===== config.mk =====
export PLATFORM = sky130hd
export DESIGN_NAME = fpsr_unit
export DESIGN_NICKNAME = d
export VERILOG_FILES = /design/src/rtl/fpsr_pkg.sv /design/src/rtl/fpsr_reg.sv /design/src/rtl/fpsr_trap.sv /design/src/rtl/fpsr_dec.sv /design/src/rtl/fpsr_unit.sv
export SDC_FILE = /design/constraint.sdc
export NUM_CORES = 1
export LEC_CHECK = 0
export BUFFER_PORTS_ARGS = -buffer_cell sky130_fd_sc_hd__buf_2
export CORE_MARGIN = 10
export CORE_UTILIZATION = 34
export DETAILED_ROUTE_END_ITERATION = 12
export GPL_ROUTABILITY_DRIVEN = 0
export PLACE_DENSITY = 0.75
export SLEW_MARGIN = 5
export SYNTH_ARGS = -nofsm -noshare
export SYNTH_HDL_FRONTEND = slang
export SYNTH_SLANG_ARGS = --single-unit

===== constraint.sdc =====
create_clock -name clk -period 1 [get_ports clk]
set_input_delay 0.05 -clock clk [delete_from_list [all_inputs] [get_ports clk]]
set_output_delay 0.05 -clock clk [all_outputs]
set_load 0.1 [all_outputs]

===== src/rtl/fpsr_pkg.sv =====
package fpsr_pkg;

    localparam int CSR_W       = 32;
    localparam int NFLAG       = 5;
    localparam int RM_W        = 2;
    localparam int CAUSE_W     = NFLAG + 1;
    localparam int USED_W      = RM_W + NFLAG + NFLAG + CAUSE_W + 1;
    localparam int PAD_W       = CSR_W - USED_W;
    localparam int TRAP_CODE_W = 12;

    localparam logic [RM_W-1:0]        RM_TO_ZERO = 2'b01;
    localparam logic [TRAP_CODE_W-1:0] TRAP_VEC   = 12'h120;

    typedef logic [NFLAG-1:0] fexc_t;

    typedef enum logic {
        RND_NEAREST = 1'b0,
        RND_ZERO    = 1'b1
    } rnd_e;

    // Word layout, MSB first: pad | dn | cause | enable | flags | rm
    typedef struct packed {
        logic [PAD_W-1:0]   pad;
        logic               dn;
        logic [CAUSE_W-1:0] cause;
        fexc_t              en;
        fexc_t              flags;
        logic [RM_W-1:0]    rm;
    } fpsr_t;

    function automatic logic [CSR_W-1:0] writable_mask();
        logic [CSR_W-1:0] m;
        m = '0;
        for (int i = 0; i < USED_W; i++) m[i] = 1'b1;
        return m;
    endfunction

    function automatic rnd_e decode_rm(logic [RM_W-1:0] rm);
        return (rm == RM_TO_ZERO) ? RND_ZERO : RND_NEAREST;
    endfunction

endpackage


===== src/rtl/fpsr_reg.sv =====
module fpsr_reg
    import fpsr_pkg::*;
(
    input  logic             clk,
    input  logic             rst,
    input  logic             wr_en,
    input  logic [CSR_W-1:0] wr_data,
    input  logic             op_apply,
    input  fexc_t            exc,
    output fpsr_t            cur,
    output logic             trap_hit
);
    localparam logic [CSR_W-1:0] WMASK = writable_mask();

    fpsr_t base;
    fpsr_t nxt;

    always_comb begin
        base = wr_en ? fpsr_t'(wr_data & WMASK) : cur;
        nxt  = base;
        if (op_apply) begin
            nxt.flags = exc;
            if (|exc)
                nxt.cause[NFLAG-1:0] = base.cause[NFLAG-1:0] | exc;
        end
    end

    assign trap_hit = op_apply && (|exc) && (|(nxt.cause[NFLAG-1:0] & nxt.en));

    always_ff @(posedge clk) begin
        if (rst) cur <= '0;
        else     cur <= nxt;
    end

    assert_pad_zero_R1: assert property (@(posedge clk) disable iff (rst)
        cur.pad == '0);

    assert_flags_load_R4: assert property (@(posedge clk) disable iff (rst)
        op_apply |=> cur.flags == $past(exc));

    assert_cause_hold_R5: assert property (@(posedge clk) disable iff (rst)
        (op_apply && exc == '0 && !wr_en) |=> $stable(cur.cause));

    assert_cause_top_R5: assert property (@(posedge clk) disable iff (rst)
        (op_apply && !wr_en) |=> cur.cause[CAUSE_W-1] == $past(cur.cause[CAUSE_W-1]));

endmodule


===== src/rtl/fpsr_trap.sv =====
module fpsr_trap
    import fpsr_pkg::*;
(
    input  logic                   clk,
    input  logic                   rst,
    input  logic                   hit,
    output logic                   trap_req,
    output logic [TRAP_CODE_W-1:0] trap_code
);
    always_ff @(posedge clk) begin
        if (rst) trap_req <= 1'b0;
        else     trap_req <= hit;
    end

    assign trap_code = TRAP_VEC;

    assert_trap_after_hit_R6: assert property (@(posedge clk) disable iff (rst)
        !hit |=> !trap_req);
endmodule


===== src/rtl/fpsr_dec.sv =====
module fpsr_dec
    import fpsr_pkg::*;
(
    input  fpsr_t cur,
    output logic  rnd_zero,
    output logic  flush_zero
);
    rnd_e mode;

    always_comb begin
        mode       = decode_rm(cur.rm);
        rnd_zero   = (mode == RND_ZERO);
        flush_zero = cur.dn;
    end
endmodule


===== src/rtl/fpsr_unit.sv =====
module fpsr_unit
    import fpsr_pkg::*;
(
    input  logic                   clk,
    input  logic                   rst,
    input  logic                   wr_en,
    input  logic [CSR_W-1:0]       wr_data,
    input  logic                   op_done,
    input  logic                   op_is_cmp,
    input  logic                   cmp_unordered,
    input  logic [NFLAG-1:0]       exc_flags,
    output logic [CSR_W-1:0]       csr_q,
    output logic                   rnd_zero,
    output logic                   flush_zero,
    output logic                   trap_req,
    output logic [TRAP_CODE_W-1:0] trap_code
);
    logic  op_apply;
    logic  hit;
    fpsr_t cur;

    assign op_apply = op_done && (!op_is_cmp || cmp_unordered);

    fpsr_reg u_reg (
        .clk      (clk),
        .rst      (rst),
        .wr_en    (wr_en),
        .wr_data  (wr_data),
        .op_apply (op_apply),
        .exc      (exc_flags),
        .cur      (cur),
        .trap_hit (hit)
    );

    fpsr_trap u_trap (
        .clk       (clk),
        .rst       (rst),
        .hit       (hit),
        .trap_req  (trap_req),
        .trap_code (trap_code)
    );

    fpsr_dec u_dec (
        .cur        (cur),
        .rnd_zero   (rnd_zero),
        .flush_zero (flush_zero)
    );

    assign csr_q = cur;

    assert_trap_enabled_R6: assert property (@(posedge clk) disable iff (rst)
        trap_req |-> (|(cur.cause[NFLAG-1:0] & cur.en)));

    assert_trap_needs_exc_R6: assert property (@(posedge clk) disable iff (rst)
        (op_done && exc_flags == '0) |=> !trap_req);

    assert_cmp_ordered_hold_R7: assert property (@(posedge clk) disable iff (rst)
        (op_done && op_is_cmp && !cmp_unordered && !wr_en) |=> ($stable(csr_q) && !trap_req));

    assert_write_merge_R8: assert property (@(posedge clk) disable iff (rst)
        (wr_en && op_done) |=> cur.en == $past(wr_data[11:7]));

endmodule


======== Word level (Yosys, flattened, before mapping) ========
Cells that the tools add are included.
cells by class
  bitwise gates (word level) .............. 2
  muxes and demuxes ....................... 5
  eq/ne operators ......................... 1
  reduce and logical (&&, ||, !) cells .... 8
operators with widths
  kind                                            count
  2-to-1 mux 17 bit                               1
  2-to-1 mux 5 bit                                3
  OR reduction 5 bit                              2
  AND 5 bit                                       1
  bitwise OR 5 bit                                1
  logical AND 1 bit                               3
  == test 2 x 1 -> 1 bit (second input constant)  1
  nonzero test 2 bit                              1
  logical NOT 1 bit                               1
  logical OR 1 bit                                1
  2-to-1 mux 1 bit                                1
storage, ports and cells
  output and inout bits ................... 47
  bits of input ports ..................... 43
  word-level logic and storage cells ...... 23
  bits in registers ....................... 20

======== Longest topological paths before layout ========
  word-level depth ........................ 7
  gate-level depth with buffers ........... 5
  depth with buffers taken out ............ 4

======== Modules after synthesis ========
Synthesis repeated with hierarchy kept, for this count alone.
unflattened totals
  cells, all modules ...................... 122
  area total of the unflattened synthesis .. 1109.8 um^2
modules (own cells, without submodules)
  module     cells each  area each (um^2)  times used  sequential area each (um^2)
  fpsr_reg   102         945.9             1           380.4
  fpsr_trap  16          131.4             1           20.0
  fpsr_dec   2           21.3              1           0.0
  fpsr_unit  2           11.3              1           0.0

======== Worst setup path before layout ========
Ideal clock, no wire load.
  kind .................................... reg-to-output
  start ................................... register, netlist name u_reg.cur[0]
  end ..................................... output port rnd_zero
  cell stages (with the launch flop) ...... 2
  required time ........................... 0.950 ns
  path buffers ............................ 0
  slack ................................... -1.441 ns
  arrival ................................. 2.391 ns
  cell sequence ........................... dfxtp_1 nor2b_1
between the ends
  longest elaborated chain between the ends .. 2
ends and longest elaborated chain
  item                    line             RTL
  == test 2 x 1 -> 1 bit  fpsr_pkg.sv:39   return (rm == RM_TO_ZERO) ? RND_ZERO : RND_NEAREST;
  2-to-1 mux 1 bit        fpsr_pkg.sv:39
  to (decl)               fpsr_unit.sv:13  output logic rnd_zero,
Every way passes these cells.

======== Worst setup path in the final report ========
  start ................................... register, netlist name u_reg.cur[7]
  end ..................................... register u_trap.trap_req
between the ends
  longest elaborated chain between the ends .. 4
ends and longest elaborated chain
  item                  line             RTL
  2-to-1 mux 17 bit     fpsr_reg.sv:19   base = wr_en ? fpsr_t'(wr_data & WMASK) : cur;
  AND 5 bit             fpsr_reg.sv:28   assign trap_hit = op_apply && (|exc) && (|(nxt.cause[NFLAG-1:0] & nxt.en));
  OR reduction 5 bit    fpsr_reg.sv:28
  logical AND 1 bit     fpsr_reg.sv:28
  to (signal assigned)  fpsr_trap.sv:12  else trap_req <= hit;
  to (decl)             fpsr_trap.sv:7   output logic trap_req,
Every way passes these cells. The select of a mux whose other input is x is not followed.
A chain may end at the register's enable or synchronous reset.

==> metrics.cfg <==
[global_routing]
grt_remaining_overflow=0
first_global_vias=1076
grt_max_degree=13
grt_usage_pct=11.58
grt_antenna_before_repair=0
grt_pass1_wl_um=5582

[pwr]
power_frac_comb_pct=54.2
pwr-share-seq_pct=31.9
p_int_uw=1459
power_density_nw_per_um2=1489
switching_share_pct=48.43
p_leak_uw=0.0008856
ir_drop_v=0.0006709
pwr-share-clk_pct=13.9
switching_power_uw=1370
power_uw=2830

[logic_synthesis]
synth_top_family_by_area=buffers and inverters
synth.distinct_cells=22
synthAdderAreaFrac_pct=0
synthCells=114
synth_area_leaders=dfxtp_1 38%, buf_4 18%, mux2i_1 13%
netlist_top_cells_count=26 x buf_4, 20 x dfxtp_1, 14 x mux2i_1, 14 x nor2_1, 8 x nor2b_1
yosysTopAreaCell=dfxtp_1
synth_compound_area_share_pct=9.166
seq_area_frac_synth_pct=37.60
postSynthAreaPerCell_um2=9.340
synth_top_area_share_pct=37.60
async_flop_share_pct=0
ys_ff_latch=20
synth-simple-area-share_pct=12.10
yosysWarnings=0
synth_ff_type=dfxtp_1
synth_mux_area_share_pct=18.80
synth_edf_count=0
mappedNetlistArea_um2=1065
yosysMostFrequentCell=buf_4
yosys.area_share.xor_xnor_pct=0

[timing]
fin_setup_tns_ns=-0.4468
finalSetupViolations=6
whs_ns=-0.003834
period_minus_slack_ns=1.190
max_freq_ghz=0.8406
final.setup.worst_slack_ns=-0.1896
slew_viol_final=0
hold_viol_final=2
fin_crit_sh_pct=119.0
rsz0062_at_grt=yes
fin_skew_ns=0.004207

[route]
wirelength_um=3492
dr_wl_met2_um=1647
drt_iter0_markers=31
postRouteAntennaNets=0
wire_per_inst_um=15.52
viasPerCell=4.387
wl_met3_um=179
drcViolationCount=0
routed.top_layer=met4
drtPass1Iterations=4
vias=987
drt-met1-wl_um=1621

[die]
die_height_um=75.96
ioPinCount=90
coreArea_um2=3028
start_util_pct=35.17
design.die.area_um2=5770
dieWidth_um=75.96
num_rows=20

[placement]
dpl_cell_area_um2=1743
dp_hpwl_um=2738
io_buffer_count=51

[final_layout]
fin_area_um2=1901
n_antenna_cell=0
area_growth_pct=78.50
drive_above_1_share_pct=56.35
finalNetCount=225
n_fill_cell=240

[setup_path]
worst-path-max-fanout=2
critPathLaunchType=flop
worstPathArrival_ns=1.38
crit_type=flop to flop
r2r_setup_slack_ns=-0.19
cp.required_ns=1.19
endpoint_kind=flop

[clock_network]
tritoncts=yes
cts.sinks=20
clkLatencyLatePin_ns=0.30
htree_levels=1
cts_made_buffers=3
clockRootBuffer=clkbuf_4
clkTransAtPathRegs_ns=0.11
clk_path_buf_depth=2

[run_status]
violations=hold timing, setup timing
status=finished with violations

[flow_run]
drv_cap=0

[hold_path]
min-delay-path-class=input port to flop

-- flip-flops by register name, summed over array words and instances, names as in the netlist --
register,cells
u_trap.trap_req,1
u_reg.cur,19
-- kinds of logic after synthesis --
logic type / Yosys count
flops: 20
compound gates: 14
simple gates: 28
buf+inv: 31
mux: 19
other cells: 2
-- through the flow --
step / std cells / utilization, % / setup slack [ns] / hold WS (ns)
after detailed placement: 216 / 57.56 / -0.2257 / 0.3033
after global routing: 225 / 62.77 / -0.2876 / 0.006780
after global placement: 216 / 57.56 / -0.1795 / 0.2890
after floorplan: 137 / - / -0.2314 / 0.1959
after CTS: 223 / 61.53 / -0.1781 / 0.0006354
final: 225 / 62.77 / -0.1896 / -0.003834
-- cells in the final DEF, fill, tap and decap left out, types with 2 or more instances in the layout --
| cell | count |
|---|---|
| nor2_1 | 13 |
| conb_1 | 25 |
| dlygate4sd3_1 | 2 |
| buf_6 | 11 |
| mux2_2 | 2 |
| nand2_1 | 4 |
| mux2i_1 | 13 |
| buf_4 | 7 |
| a211oi_1 | 5 |
| dfxtp_4 | 15 |
| a31oi_4 | 2 |
| buf_2 | 29 |
| mux2_4 | 3 |
| buf_12 | 22 |
| dfxtp_2 | 4 |
| nor2b_1 | 7 |
| clkbuf_4 | 3 |
-- worst max-delay path: stages (launching register included) --
cell	delay [ns]
dfxtp_4	0.36
mux2_4	0.27
a222oi_1	0.33
a21oi_1	0.12
-- power groups by stage --
| stage | combinational, µW | clock (µW) | sequential [µW] |
|---|---|---|---|
| floorplan | 687 | 0 | 1310 |
| global placement | 1430 | 0 | 917 |
| detailed placement | 1450 | 0 | 918 |
| CTS | 1500 | 395 | 901 |
| global route | 1580 | 438 | 911 |
| finish | 1530 | 393 | 903 |
-- what timing repair did --
item / in CTS / in global routing
hold endpoints to repair: 2 / 0
endpoints found under the setup margin: 11 / 14
cloned: 0 / 0
hold buffers: 2 / 0
buffers inserted: 1 / 2
pin swaps: 1 / 2
resized for setup: 15 / 7
-- metal layers --
layer,vias up,global-route usage (%)
li1,472,-
met1,460,14.09
met2,51,18.79
met3,4,2.358
met4,0,5.682
met5,-,0
-- worst paths after layout --
path                                                   end                        from  depth (start not counted)
worst min register to register  u_reg.cur[17]$_SDFFE_PP0P_  u_reg.cur[17]$_SDFFE_PP0P_                          2
worst max register to register  u_trap.trap_req$_SDFF_PP0_     u_reg.cur[7]$_SDFF_PP0_                          3
worst min-delay path             u_reg.cur[0]$_SDFFE_PP0P_                  wr_data[0]                          3
worst max-delay path            u_trap.trap_req$_SDFF_PP0_     u_reg.cur[7]$_SDFF_PP0_                          3
-- cell type report --
cell class,instances,area (µm²),share of cell area [%]
timing repair buffer,71,782.0,41.15
multi-input combinational,86,575.6,30.28
sequential,20,461.7,24.29
tap,44,55.05,2.897
clock buffer,3,22.52,1.185
clock inverter,1,3.754,0.1975
Note: power is estimated with default switching activity, not from simulation.
